`config.mk`:
```
export PLATFORM = sky130hd
export DESIGN_NAME = adc_regif
export DESIGN_NICKNAME = d
export VERILOG_FILES = /design/src/rtl/adc_regif_pkg.sv /design/src/rtl/adc_regif_rstsync.sv /design/src/rtl/adc_regif_flags.sv /design/src/rtl/adc_regif_snap.sv /design/src/rtl/adc_regif_cal.sv /design/src/rtl/adc_regif.sv
export SDC_FILE = /design/constraint.sdc
export NUM_CORES = 1
export LEC_CHECK = 0
export BUFFER_PORTS_ARGS = -buffer_cell sky130_fd_sc_hd__buf_4
export CAP_MARGIN = 10
export CORE_AREA = 2 2 52 102
export DETAILED_ROUTE_END_ITERATION = 10
export DIE_AREA = 0 0 54 104
export GPL_TIMING_DRIVEN = 0
export PLACE_DENSITY = 0.79
export SLEW_MARGIN = 10
export SYNTH_ARGS = -nofsm -noshare
export SYNTH_HDL_FRONTEND = slang
export SYNTH_SLANG_ARGS = --single-unit
export TNS_END_PERCENT = 100
```
`constraint.sdc`:
```
create_clock -name clk -period 2.1 [get_ports clk]
set_input_delay 0.315 -clock clk [delete_from_list [all_inputs] [get_ports clk]]
set_output_delay 0.315 -clock clk [all_outputs]
set_load 0.005 [all_outputs]
```
`src/rtl/adc_regif_pkg.sv`:
```
package adc_regif_pkg;
  localparam int unsigned NCH_DEF  = 4;
  localparam int unsigned DW_DEF   = 8;
  localparam int unsigned AW_DEF   = 4;
  localparam int unsigned CALW_DEF = 12;

  localparam logic [AW_DEF-1:0] A_FLAG = 4'h0;
  localparam logic [AW_DEF-1:0] A_HOLD = 4'h1;
  localparam logic [AW_DEF-1:0] A_CALL = 4'h2;
  localparam logic [AW_DEF-1:0] A_CALH = 4'h3;
  localparam logic [AW_DEF-1:0] A_RES0 = 4'h4;
endpackage

```
`src/rtl/adc_regif_rstsync.sv`:
```
module adc_regif_rstsync (
  input  logic clk,
  input  logic rst_n,
  output logic rst_q_n
);
  logic [1:0] sync_q;

  always_ff @(posedge clk or negedge rst_n) begin
    if (!rst_n) sync_q <= 2'b00;
    else        sync_q <= {sync_q[0], 1'b1};
  end

  assign rst_q_n = sync_q[1];
endmodule

```
`src/rtl/adc_regif_flags.sv`:
```
module adc_regif_flags #(
  parameter int unsigned NCH = 4
) (
  input  logic           clk,
  input  logic           rst_n,
  input  logic [NCH-1:0] conv_done,
  input  logic [NCH-1:0] cmp_mode,
  input  logic [NCH-1:0] cmp_hit,
  input  logic [NCH-1:0] vec_ack,
  input  logic [NCH-1:0] wr_clr,
  output logic [NCH-1:0] flag_q
);
  logic [NCH-1:0] flag_d;

  for (genvar c = 0; c < NCH; c++) begin : g_ch
    logic set_ev;
    logic clr_ev;
    // compare mode picks which event sets the flag
    assign set_ev = cmp_mode[c] ? cmp_hit[c] : conv_done[c];
    assign clr_ev = vec_ack[c] | wr_clr[c];

    always_comb begin
      flag_d[c] = flag_q[c];
      if (clr_ev) flag_d[c] = 1'b0;
      if (set_ev) flag_d[c] = 1'b1;   // set has priority
    end
  end

  always_ff @(posedge clk or negedge rst_n) begin
    if (!rst_n) flag_q <= '0;
    else        flag_q <= flag_d;
  end
endmodule

```
`src/rtl/adc_regif_snap.sv`:
```
module adc_regif_snap #(
  parameter int unsigned NCH = 4,
  parameter int unsigned DW  = 8,
  localparam int unsigned CW = (NCH > 1) ? $clog2(NCH) : 1
) (
  input  logic              clk,
  input  logic              rst_n,
  input  logic [NCH*2*DW-1:0] res_flat,
  input  logic              lo_rd,
  input  logic [CW-1:0]     lo_ch,
  input  logic              hold_wr,
  input  logic [DW-1:0]     hold_wdata,
  output logic [DW-1:0]     hold_q
);
  logic [DW-1:0] hold_d;
  logic          hold_en;

  always_comb begin
    hold_en = lo_rd | hold_wr;
    hold_d  = hold_wdata;
    if (lo_rd) hold_d = res_flat[32'(lo_ch)*2*DW + DW +: DW];
  end

  always_ff @(posedge clk or negedge rst_n) begin
    if (!rst_n)       hold_q <= '0;
    else if (hold_en) hold_q <= hold_d;
  end
endmodule

```
`src/rtl/adc_regif_cal.sv`:
```
module adc_regif_cal #(
  parameter int unsigned DW   = 8,
  parameter int unsigned CALW = 12,
  localparam int unsigned HIW = CALW - DW
) (
  input  logic            clk,
  input  logic            rst_n,
  input  logic            lo_wr,
  input  logic            hi_wr,
  input  logic [DW-1:0]   wdata,
  output logic [CALW-1:0] cal_q
);
  logic [DW-1:0]  lo_q;
  logic [HIW-1:0] hi_q;

  always_ff @(posedge clk or negedge rst_n) begin
    if (!rst_n)     lo_q <= '0;
    else if (lo_wr) lo_q <= wdata;
  end

  always_ff @(posedge clk or negedge rst_n) begin
    if (!rst_n)     hi_q <= '0;
    else if (hi_wr) hi_q <= wdata[HIW-1:0];
  end

  assign cal_q = {hi_q, lo_q};
endmodule

```
`src/rtl/adc_regif.sv`:
```
module adc_regif
  import adc_regif_pkg::*;
#(
  parameter int unsigned NCH  = NCH_DEF,
  parameter int unsigned DW   = DW_DEF,
  parameter int unsigned AW   = AW_DEF,
  parameter int unsigned CALW = CALW_DEF
) (
  input  logic                clk,
  input  logic                rst_n,
  input  logic [AW-1:0]       bus_addr,
  input  logic [DW-1:0]       bus_wdata,
  input  logic                bus_wr,
  input  logic                bus_rd,
  output logic [DW-1:0]       bus_rdata,
  input  logic [NCH-1:0]      conv_done,
  input  logic [NCH-1:0]      cmp_mode,
  input  logic [NCH-1:0]      cmp_hit,
  input  logic [NCH-1:0]      vec_ack,
  input  logic [NCH*2*DW-1:0] res_flat,
  input  logic [NCH-1:0]      irq_en,
  output logic [NCH-1:0]      irq,
  output logic [CALW-1:0]     cal_word
);
  localparam int unsigned CW  = (NCH > 1) ? $clog2(NCH) : 1;
  localparam int unsigned HIW = CALW - DW;
  localparam logic [AW:0] RES_SPAN = (AW+1)'(2*NCH);

  logic           rst_q_n;
  logic [NCH-1:0] flag_q;
  logic [DW-1:0]  hold_q;
  logic [AW-1:0]  rel;
  logic           is_res;
  logic [CW-1:0]  res_ch;
  logic           lo_rd;
  logic [NCH-1:0] wr_clr;

  // address decode for the result window
  assign rel    = bus_addr - A_RES0;
  assign is_res = (bus_addr >= A_RES0) && ({1'b0, rel} < RES_SPAN);
  assign res_ch = rel[CW:1];
  assign lo_rd  = bus_rd && is_res && !rel[0];
  assign wr_clr = (bus_wr && bus_addr == A_FLAG) ? bus_wdata[NCH-1:0] : '0;

  adc_regif_rstsync u_rst (
    .clk     (clk),
    .rst_n   (rst_n),
    .rst_q_n (rst_q_n)
  );

  adc_regif_flags #(.NCH(NCH)) u_flags (
    .clk       (clk),
    .rst_n     (rst_q_n),
    .conv_done (conv_done),
    .cmp_mode  (cmp_mode),
    .cmp_hit   (cmp_hit),
    .vec_ack   (vec_ack),
    .wr_clr    (wr_clr),
    .flag_q    (flag_q)
  );

  adc_regif_snap #(.NCH(NCH), .DW(DW)) u_snap (
    .clk        (clk),
    .rst_n      (rst_q_n),
    .res_flat   (res_flat),
    .lo_rd      (lo_rd),
    .lo_ch      (res_ch),
    .hold_wr    (bus_wr && bus_addr == A_HOLD),
    .hold_wdata (bus_wdata),
    .hold_q     (hold_q)
  );

  adc_regif_cal #(.DW(DW), .CALW(CALW)) u_cal (
    .clk   (clk),
    .rst_n (rst_q_n),
    .lo_wr (bus_wr && bus_addr == A_CALL),
    .hi_wr (bus_wr && bus_addr == A_CALH),
    .wdata (bus_wdata),
    .cal_q (cal_word)
  );

  assign irq = flag_q & irq_en;

  always_comb begin
    bus_rdata = '0;
    if (bus_rd) begin
      if (bus_addr == A_FLAG)      bus_rdata = DW'(flag_q);
      else if (bus_addr == A_HOLD) bus_rdata = hold_q;
      else if (bus_addr == A_CALL) bus_rdata = cal_word[DW-1:0];
      else if (bus_addr == A_CALH) bus_rdata = DW'(cal_word[CALW-1:CALW-HIW]);
      else if (is_res) begin
        if (rel[0]) bus_rdata = hold_q;
        else        bus_rdata = res_flat[32'(res_ch)*2*DW +: DW];
      end
    end
  end
endmodule

```
==> results of run 1 <==
worst max-delay path by stage:
stage / start / end / slack (ns)
6_report: bus_addr[2] / bus_rdata[7] / 0.13
3_5_place_dp: bus_addr[2] / bus_rdata[7] / -0.24
4_1_cts: bus_addr[2] / bus_rdata[2] / 0.09
2_1_floorplan: bus_addr[2] / bus_rdata[1] / 0.29
5_1_grt: bus_addr[2] / bus_rdata[2] / 0.02
3_3_place_gp: bus_addr[2] / bus_rdata[7] / -0.23
registers in the layout, summed over array words and instances, names as in the netlist:
register / flops
u_cal.hi_q: 4
u_cal.lo_q: 8
u_flags.flag_q: 4
u_rst.sync_q: 2
u_snap.hold_q: 8
through the flow:
step,setup slack (ns),hold WS (ns),TNS [ns],total power (uW)
floorplan,0.294,0.0194,0,1000
global placement,-0.225,0.0972,-1.26,1330
detailed placement,-0.240,0.0992,-1.40,1350
CTS,0.0916,0.256,0,1670
global route,0.0183,0.276,0,1750
finish,0.134,0.256,0,1670
final cells by class:
class	count	area, um2	area share (%)
Buffer	12	116	3.71
Clock buffer	4	55.1	1.76
Inverter	2	7.51	0.239
Multi-Input combinational cell	147	1310	41.7
Sequential cell	26	651	20.8
Tap cell	57	71.3	2.27
Timing Repair Buffer	123	926	29.5
synthesized netlist by cell type, types with 2 or more instances:
cell type	n
o21ai_0	5
and2_1	4
o211a_1	4
nand2b_1	7
nand2_1	13
mux4_2	12
inv_1	2
a21o_1	4
buf_6	3
a211oi_1	4
nand3b_1	5
mux2_2	12
nor2b_1	7
a21boi_0	4
nor2_1	10
mux2i_1	20
a221oi_2	4
nand4_1	5
buf_2	5
nand3_1	4
dfrtp_1	26
a22oi_1	4
a222oi_1	4
buf_12	2
a21oi_1	8
per-layer routing:
| metal | global-route usage [%] | wire length (um) | up-vias |
|---|---|---|---|
| met5 | 0 | 0 | - |
| met3 | 1.87 | 303 | 20 |
| met2 | 41.6 | 3580 | 93 |
| met4 | 12.1 | 250 | 0 |
| met1 | 26.2 | 2100 | 1009 |
| li1 | - | - | 975 |
power by group:
group          total (uW)  internal, uW  switching [uW]  leakage (uW)
Clock                 323           168             156     0.0000288
Sequential            696           601            95.0      0.000302
Combinational         647           415             232       0.00122
critical path: cells and delay by family:
family | cells | cell delay (ns)
compound gates | 2 | 0.36
fa+ha+maj | 1 | 0.19
buf+inv | 5 | 0.77
cell families (layout without fill, tap and decap cells):
group / count (synthesis) / count (layout) / synth area share (%)
buffers and inverters: 15 / 141 / 5.95
AOI/OAI and AO/OA: 42 / 42 / 16.2
DFF: 26 / 26 / 31.6
other: 1 / 1 / 0.182
muxes: 44 / 44 / 29.4
adders and majority gates: 1 / 1 / 0.607
and+or+nand+nor: 59 / 59 / 16.2
timing repair:
action	CTS	global route
pin swaps	4	1
endpoints found under the hold margin	2	0
gates resized for setup	8	1
setup endpoints to repair	8	1
hold buffers	1	0
==> key figures, run 1 <==
Worst setup path
  • Req. time, crit path: 1.78 ns
  • Reg-to-Reg End: u_snap.hold_q[4]
  • Slowest CP cell: a221oi_2
  • Startpoint Class: input pin
  • CP Cell Sequence: buf_4 > inv_1 > ha_4 > buf_6 > buf_4 > a221oi_2 > a211oi_2 > buf_4
  • WP data arrival: 1.65 ns
  • Crit-path max FO: 14
  • CP most frequent cell: buf_4
  • Origin of the critical flop-to-flop path: u_rst.sync_q[1]
  • WS Path Type: in -> out
  • CP max stage delay: ~0.27 ns
  • Worst r2r path cells: 0
  • CP Capture Type: primary output
  • FF-to-FF setup slack: around 1.1 ns

Floorplan
  • Initial Util: 42.4%
  • Total die area: 5620 um2
  • Core ar.: around 4900 um2
  • Die Wd: between 50 and 60 um
  • # IOs: around 120
  • DIE HEIGHT: around 100 um
  • # rows: 36

Yosys
  • Yosys top cell area share: a little under a third
  • Top cells by area, synth: dfrtp_1 32%, mux4_2 13%, mux2i_1 9.7%
  • Syn Nets: 289
  • Number of flops mapped to enable cells by yosys: 0
  • Post-synthesis sequential area ratio: about a third
  • Main synth FF type: dfrtp_1
  • Synth Cell Area: 2060 um2
  • Cell taking the most area after synthesis: dfrtp_1
  • Syn_area_per_cell: 11.0 um2
  • Yosys reg bits: 26
  • Synth cell types: 35
  • Synth Warn #: 0
  • Async SR Flop Fraction: 100%
  • Cells after Synth: 188

Timing
  • Final Hold Violating Endpoints: 0
  • Max-slew violation count: 0
  • Worst Max-Slew Pin Slew: 0.967 ns
  • Min Tclk post-route: 1.97 ns
  • Clock skew: 0.00582 ns
  • Fmax: 509 MHz
  • Final setup viols: 0
  • Slew HR: between 30% and 40%
  • Tcrit/Tclk final: between 90% and 100%
  • RSZ-0062 raised after global routing: false

Cells and area
  • Commonest non-fill, non-tap cell in the layout: buf_4
  • Most frequent cells in the layout: 123 x buf_4, 26 x dfrtp_1, 20 x mux2i_1
  • Ant. Diodes: 0
  • Final Non-Filler Cells: 371
  • Layout area overhead: 52.2%
  • Fin area: 3140 um2
  • Share of post-route cells with drive strength above 1: ~54%
  • Filler cell count: 437
  • Fin util: 64.5%
  • Nets: 416

Run
  • Max-capacitance violation count: 0

Power and ir drop
  • LEAKAGE: ~0.0016 uW
  • Pwr/cell area: 531 nW/um2
  • Worst VDD drop: 0.000398 V

Clock network
  • Clock sink total: 26
  • CTS root buf: clkbuf_8
  • Worst-path clk slew: 0.09 ns
  • Clk buf depth: 2
  • CTS Buf Count: 3
  • Worst skew pair latency: about 0.27 ns
  • CTS tree: yes
  • Post-CTS Setup Bufs: 0
  • CTS H-tree depth: 1

Global routing
  • Initial antenna violation count: 0
  • Tot GR Track Use: 23.5%
  • Vias in the first global route: 2170
  • Global-route wire length before repair: 9920 um
  • Remaining global-route overflow: 0
  • Largest net degree at the start of global routing: 25

Outcome
  • Status: complete, no violations

Placed design
  • DP Wirelength: 5130 um
  • GP Congestion: about 0.83
  • PortBufs: about 120
  • Placed cell count: 367
  • Cell area after placement: 3050 um2

Route
  • Iter 0 DRT Violations: between 40 and 50
  • Final wirelength: 6230 um
  • Post-route DRC: 0
  • DR pass1 iterations: 5
  • WL per Instance: 16.8 um
  • Via count: 2097
  • Vias per inst: roughly 5.7
  • Post-route antenna net violation count: 0

Hold path
  • Hold path depth: 3
  • Endpoint, Worst Hold: u_flags.flag_q[2]
  • Min-delay src: conv_done[2]
  • Hold crit path type: in -> reg
(Power assumes the default switching activity.)
==> inputs of run 2 (changes only) <==
CORE_AREA = 2 2 52 103   (was 2 2 52 102)
DIE_AREA = 0 0 54 105   (was 0 0 54 104)
SYNTH_HIERARCHICAL = 1   (was not set)
==> run 2 against run 1 <==
Against the previous run: worst hold slack improved by 0.017 ns; sequential share of layout area fell by 0.67 points; critical path depth rose by 2; critical path type unchanged; largest cell class unchanged; largest power group is now combinational cells.
==> key figures, run 2 <==
Outcome
  • Status: complete, no violations (unchanged)

Global routing
  • Initial antenna violation count: 0 (unchanged)
  • Remaining global-route overflow: 0 (unchanged)
  • Global-route wire length before repair: 10100 um (was 9920 um)
  • Vias in the first global route: 2264 (was 2170)
  • Largest net degree at the start of global routing: 25 (unchanged)
  • Tot GR Track Use: 23.5% (about the same)

Timing
  • Final setup viols: 0 (unchanged)
  • Fmax: 491 MHz (was 509 MHz)
  • Clock skew: 0.000779 ns (was 0.00582 ns)
  • Tcrit/Tclk final: 97.0% (was 93.6%)
  • Min Tclk post-route: 2.04 ns (was 1.97 ns)
  • Slew HR: 37.3% (was 35.5%)
  • Worst Max-Slew Pin Slew: 0.941 ns (was 0.967 ns)
  • Max-slew violation count: 0 (unchanged)
  • Final Hold Violating Endpoints: 0 (unchanged)

Clock network
  • CTS tree: yes (unchanged)
  • Worst-path clk slew: 0.08 ns (was 0.09 ns)
  • CTS H-tree depth: 1 (unchanged)
  • Worst skew pair latency: 0.26 ns (was 0.27 ns)
  • CTS Buf Count: 3 (unchanged)
  • Clock sink total: 26 (unchanged)
  • Clk buf depth: 2 (unchanged)
  • CTS root buf: clkbuf_8 (unchanged)

Floorplan
  • Total die area: 5670 um2 (was 5620 um2)
  • # IOs: 124 (unchanged)
  • Initial Util: 43.0% (was 42.4%)
  • Core ar.: 4860 um2 (unchanged)
  • # rows: 36 (unchanged)
  • DIE HEIGHT: 105 um (was 104 um)
  • Die Wd: 54 um (unchanged)

Hold path
  • Hold crit path type: in -> reg (unchanged)
  • Min-delay src: cmp_hit[2] (was conv_done[2])

Yosys
  • Yosys top cell area share: 31.1% (was 31.6%)
  • Synth Cell Area: 2090 um2 (was 2060 um2)
  • Main synth FF type: dfrtp_1 (unchanged)
  • Yosys reg bits: 26 (unchanged)
  • Cell taking the most area after synthesis: dfrtp_1 (unchanged)
  • Synth cell types: 33 (was 35)
  • Async SR Flop Fraction: 100% (unchanged)
  • Syn_area_per_cell: 9.91 um2 (was 11.0 um2)
  • Synth top cells by count: 26 x dfrtp_1, 24 x mux2i_1, 12 x mux2_2, 12 x o22ai_1, 11 x nor2_1 (was 26 x dfrtp_1, 20 x mux2i_1, 13 x nand2_1)
  • Syn Nets: 312 (was 289)
  • Number of flops mapped to enable cells by yosys: 0 (unchanged)
  • Cells after Synth: 211 (was 188)
  • Top-count cell post-synth: dfrtp_1 (unchanged)
  • Post-synthesis sequential area ratio: 31.1% (was 31.6%)
  • Top cells by area, synth: dfrtp_1 31%, mux2i_1 11%, mux2_4 7.2% (was dfrtp_1 32%, mux4_2 13%, mux2i_1 9.7%)
  • Synth Warn #: 6 (was 0)

Route
  • Post-route DRC: 0 (unchanged)
  • Post-route antenna net violation count: 0 (unchanged)
  • Iter 0 DRT Violations: 79 (was 47)
  • Vias per inst: 5.56 (was 5.65)
  • DR pass1 iterations: 5 (unchanged)
  • Final wirelength: 6480 um (was 6230 um)
  • WL per Instance: 16.3 um (was 16.8 um)
  • Via count: 2212 (was 2097)

Cells and area
  • Most frequent cells in the layout: 127 x buf_4, 26 x dfrtp_1, 24 x mux2i_1 (was 123 x buf_4, 26 x dfrtp_1, 20 x mux2i_1)
  • Fin util: 66.6% (was 64.5%)
  • Layout area overhead: 54.8% (was 52.2%)
  • Ant. Diodes: 0 (unchanged)
  • Largest registers: u_cal/lo_q x8, u_snap/hold_q x8 (was u_cal.lo_q x8, u_snap.hold_q x8)
  • Nets: 443 (was 416)
  • Final Non-Filler Cells: 398 (was 371)
  • Filler cell count: 401 (was 437)
  • Commonest non-fill, non-tap cell in the layout: buf_4 (unchanged)
  • Share of post-route cells with drive strength above 1: 51.6% (was 54.5%)

Worst setup path
  • Origin of the critical flop-to-flop path: u_snap/hold_q[6] (was u_rst.sync_q[1])
  • WS Path Type: in -> out (unchanged)
  • Req. time, crit path: 1.78 ns (about the same)
  • CP Capture Type: primary output (unchanged)
  • Startpoint Class: input pin (unchanged)
  • Worst Setup SP: bus_addr[2] (unchanged)
  • WP data arrival: 1.72 ns (was 1.65 ns)
  • Crit-path max FO: 10 (was 14)

Placed design
  • Placed cell count: 390 (was 367)
  • PortBufs: 122 (unchanged)
  • DP Wirelength: 5420 um (was 5130 um)
  • GP Congestion: 0.843 (was 0.830)

Run
  • Max-capacitance violation count: 0 (unchanged)

Power and ir drop
  • Pwr/cell area: 531 nW/um2 (about the same)
  • Worst VDD drop: 0.000508 V (was 0.000398 V)
  • LEAKAGE: 0.00161 uW (was 0.00155 uW)
-- run 2: cell families (layout without fill, tap and decap cells) --
kind of cell               after synthesis  count (layout)  share of synthesized area (%)
and+or+nand+nor                         59              59                           15.4
adders and majority gates                1               1                          0.598
other                                    1               1                          0.179
DFF                                     26              26                           31.1
buffers and inverters                   20             150                           6.40
AOI/OAI and AO/OA                       52              52                           17.9
muxes                                   52              52                           28.3
-- run 2: layer usage --
layer | up-vias | global-route usage [%] | share of wire [%]
met5 | - | 0 | 0
met4 | 0 | 10.7 | 3.4
met3 | 23 | 2.00 | 4.9
li1 | 1061 | - | -
met2 | 98 | 46.3 | 61
met1 | 1030 | 21.9 | 31
-- run 2: through the flow --
step	TNS (ns)	instance area, um2	setup WS, ns	hold WS, ns	total power, uW
3_5_place_dp	-2.07	3080	-0.312	0.0993	1380
6_report	0	3240	0.0630	0.273	1720
2_1_floorplan	0	2090	0.131	0.0194	1030
4_1_cts	0	3200	0.0454	0.267	1720
3_3_place_gp	-1.82	3080	-0.286	0.0975	1370
5_1_grt	-0.0121	3240	-0.00843	0.273	1820
-- run 2: worst paths after layout --
path	to	cells after the start	slack (ns)
hold reg to reg	u_rst/sync_q[1]	0	0.36
min in group asynchronous	u_rst/sync_q[0]	2	0.37
max in group asynchronous	u_cal/lo_q[5]	0	1.13
setup / recovery	bus_rdata[7]	10	0.06
setup reg to reg	u_snap/hold_q[6]	3	1.10
hold / removal	u_flags/flag_q[2]	2	0.27
-- run 2: cell type report --
cell class                      count  area (um2)  share of cell area, %
Buffer                             15         135                   4.17
Clock buffer                        4        55.1                   1.70
Inverter                            4        21.3                  0.657
Multi-Input combinational cell    165        1350                   41.7
Sequential cell                    26         651                   20.1
Tap cell                           57        71.3                   2.20
Timing Repair Buffer              127         956                   29.5
-- run 2: critical path, cell delays in order --
cell and delay [ns]:
buf_8 0.13, inv_4 0.08, ha_4 0.14, buf_8 0.12
buf_4 0.12, nor2b_4 0.04, a21o_1 0.18, a222oi_1 0.33
nor3b_2 0.11, buf_4 0.15
-- run 2: what timing repair did --
action / in CTS / in global routing
setup endpoints to repair: 8 / 7
cloned: 0 / 0
setup buffers: 1 / 3
gates resized for setup: 14 / 6
pin swaps: 2 / 2
hold endpoints to repair: 2 / 0
hold buffers: 1 / 0
-- run 2: report_power, final --
group	leakage [uW]	internal (uW)	switching (uW)	total [uW]
clock network	0.0000288	167	146	313
registers	0.000303	603	95.6	698
logic	0.00128	455	253	708
total	0.00161	1230	494	1720
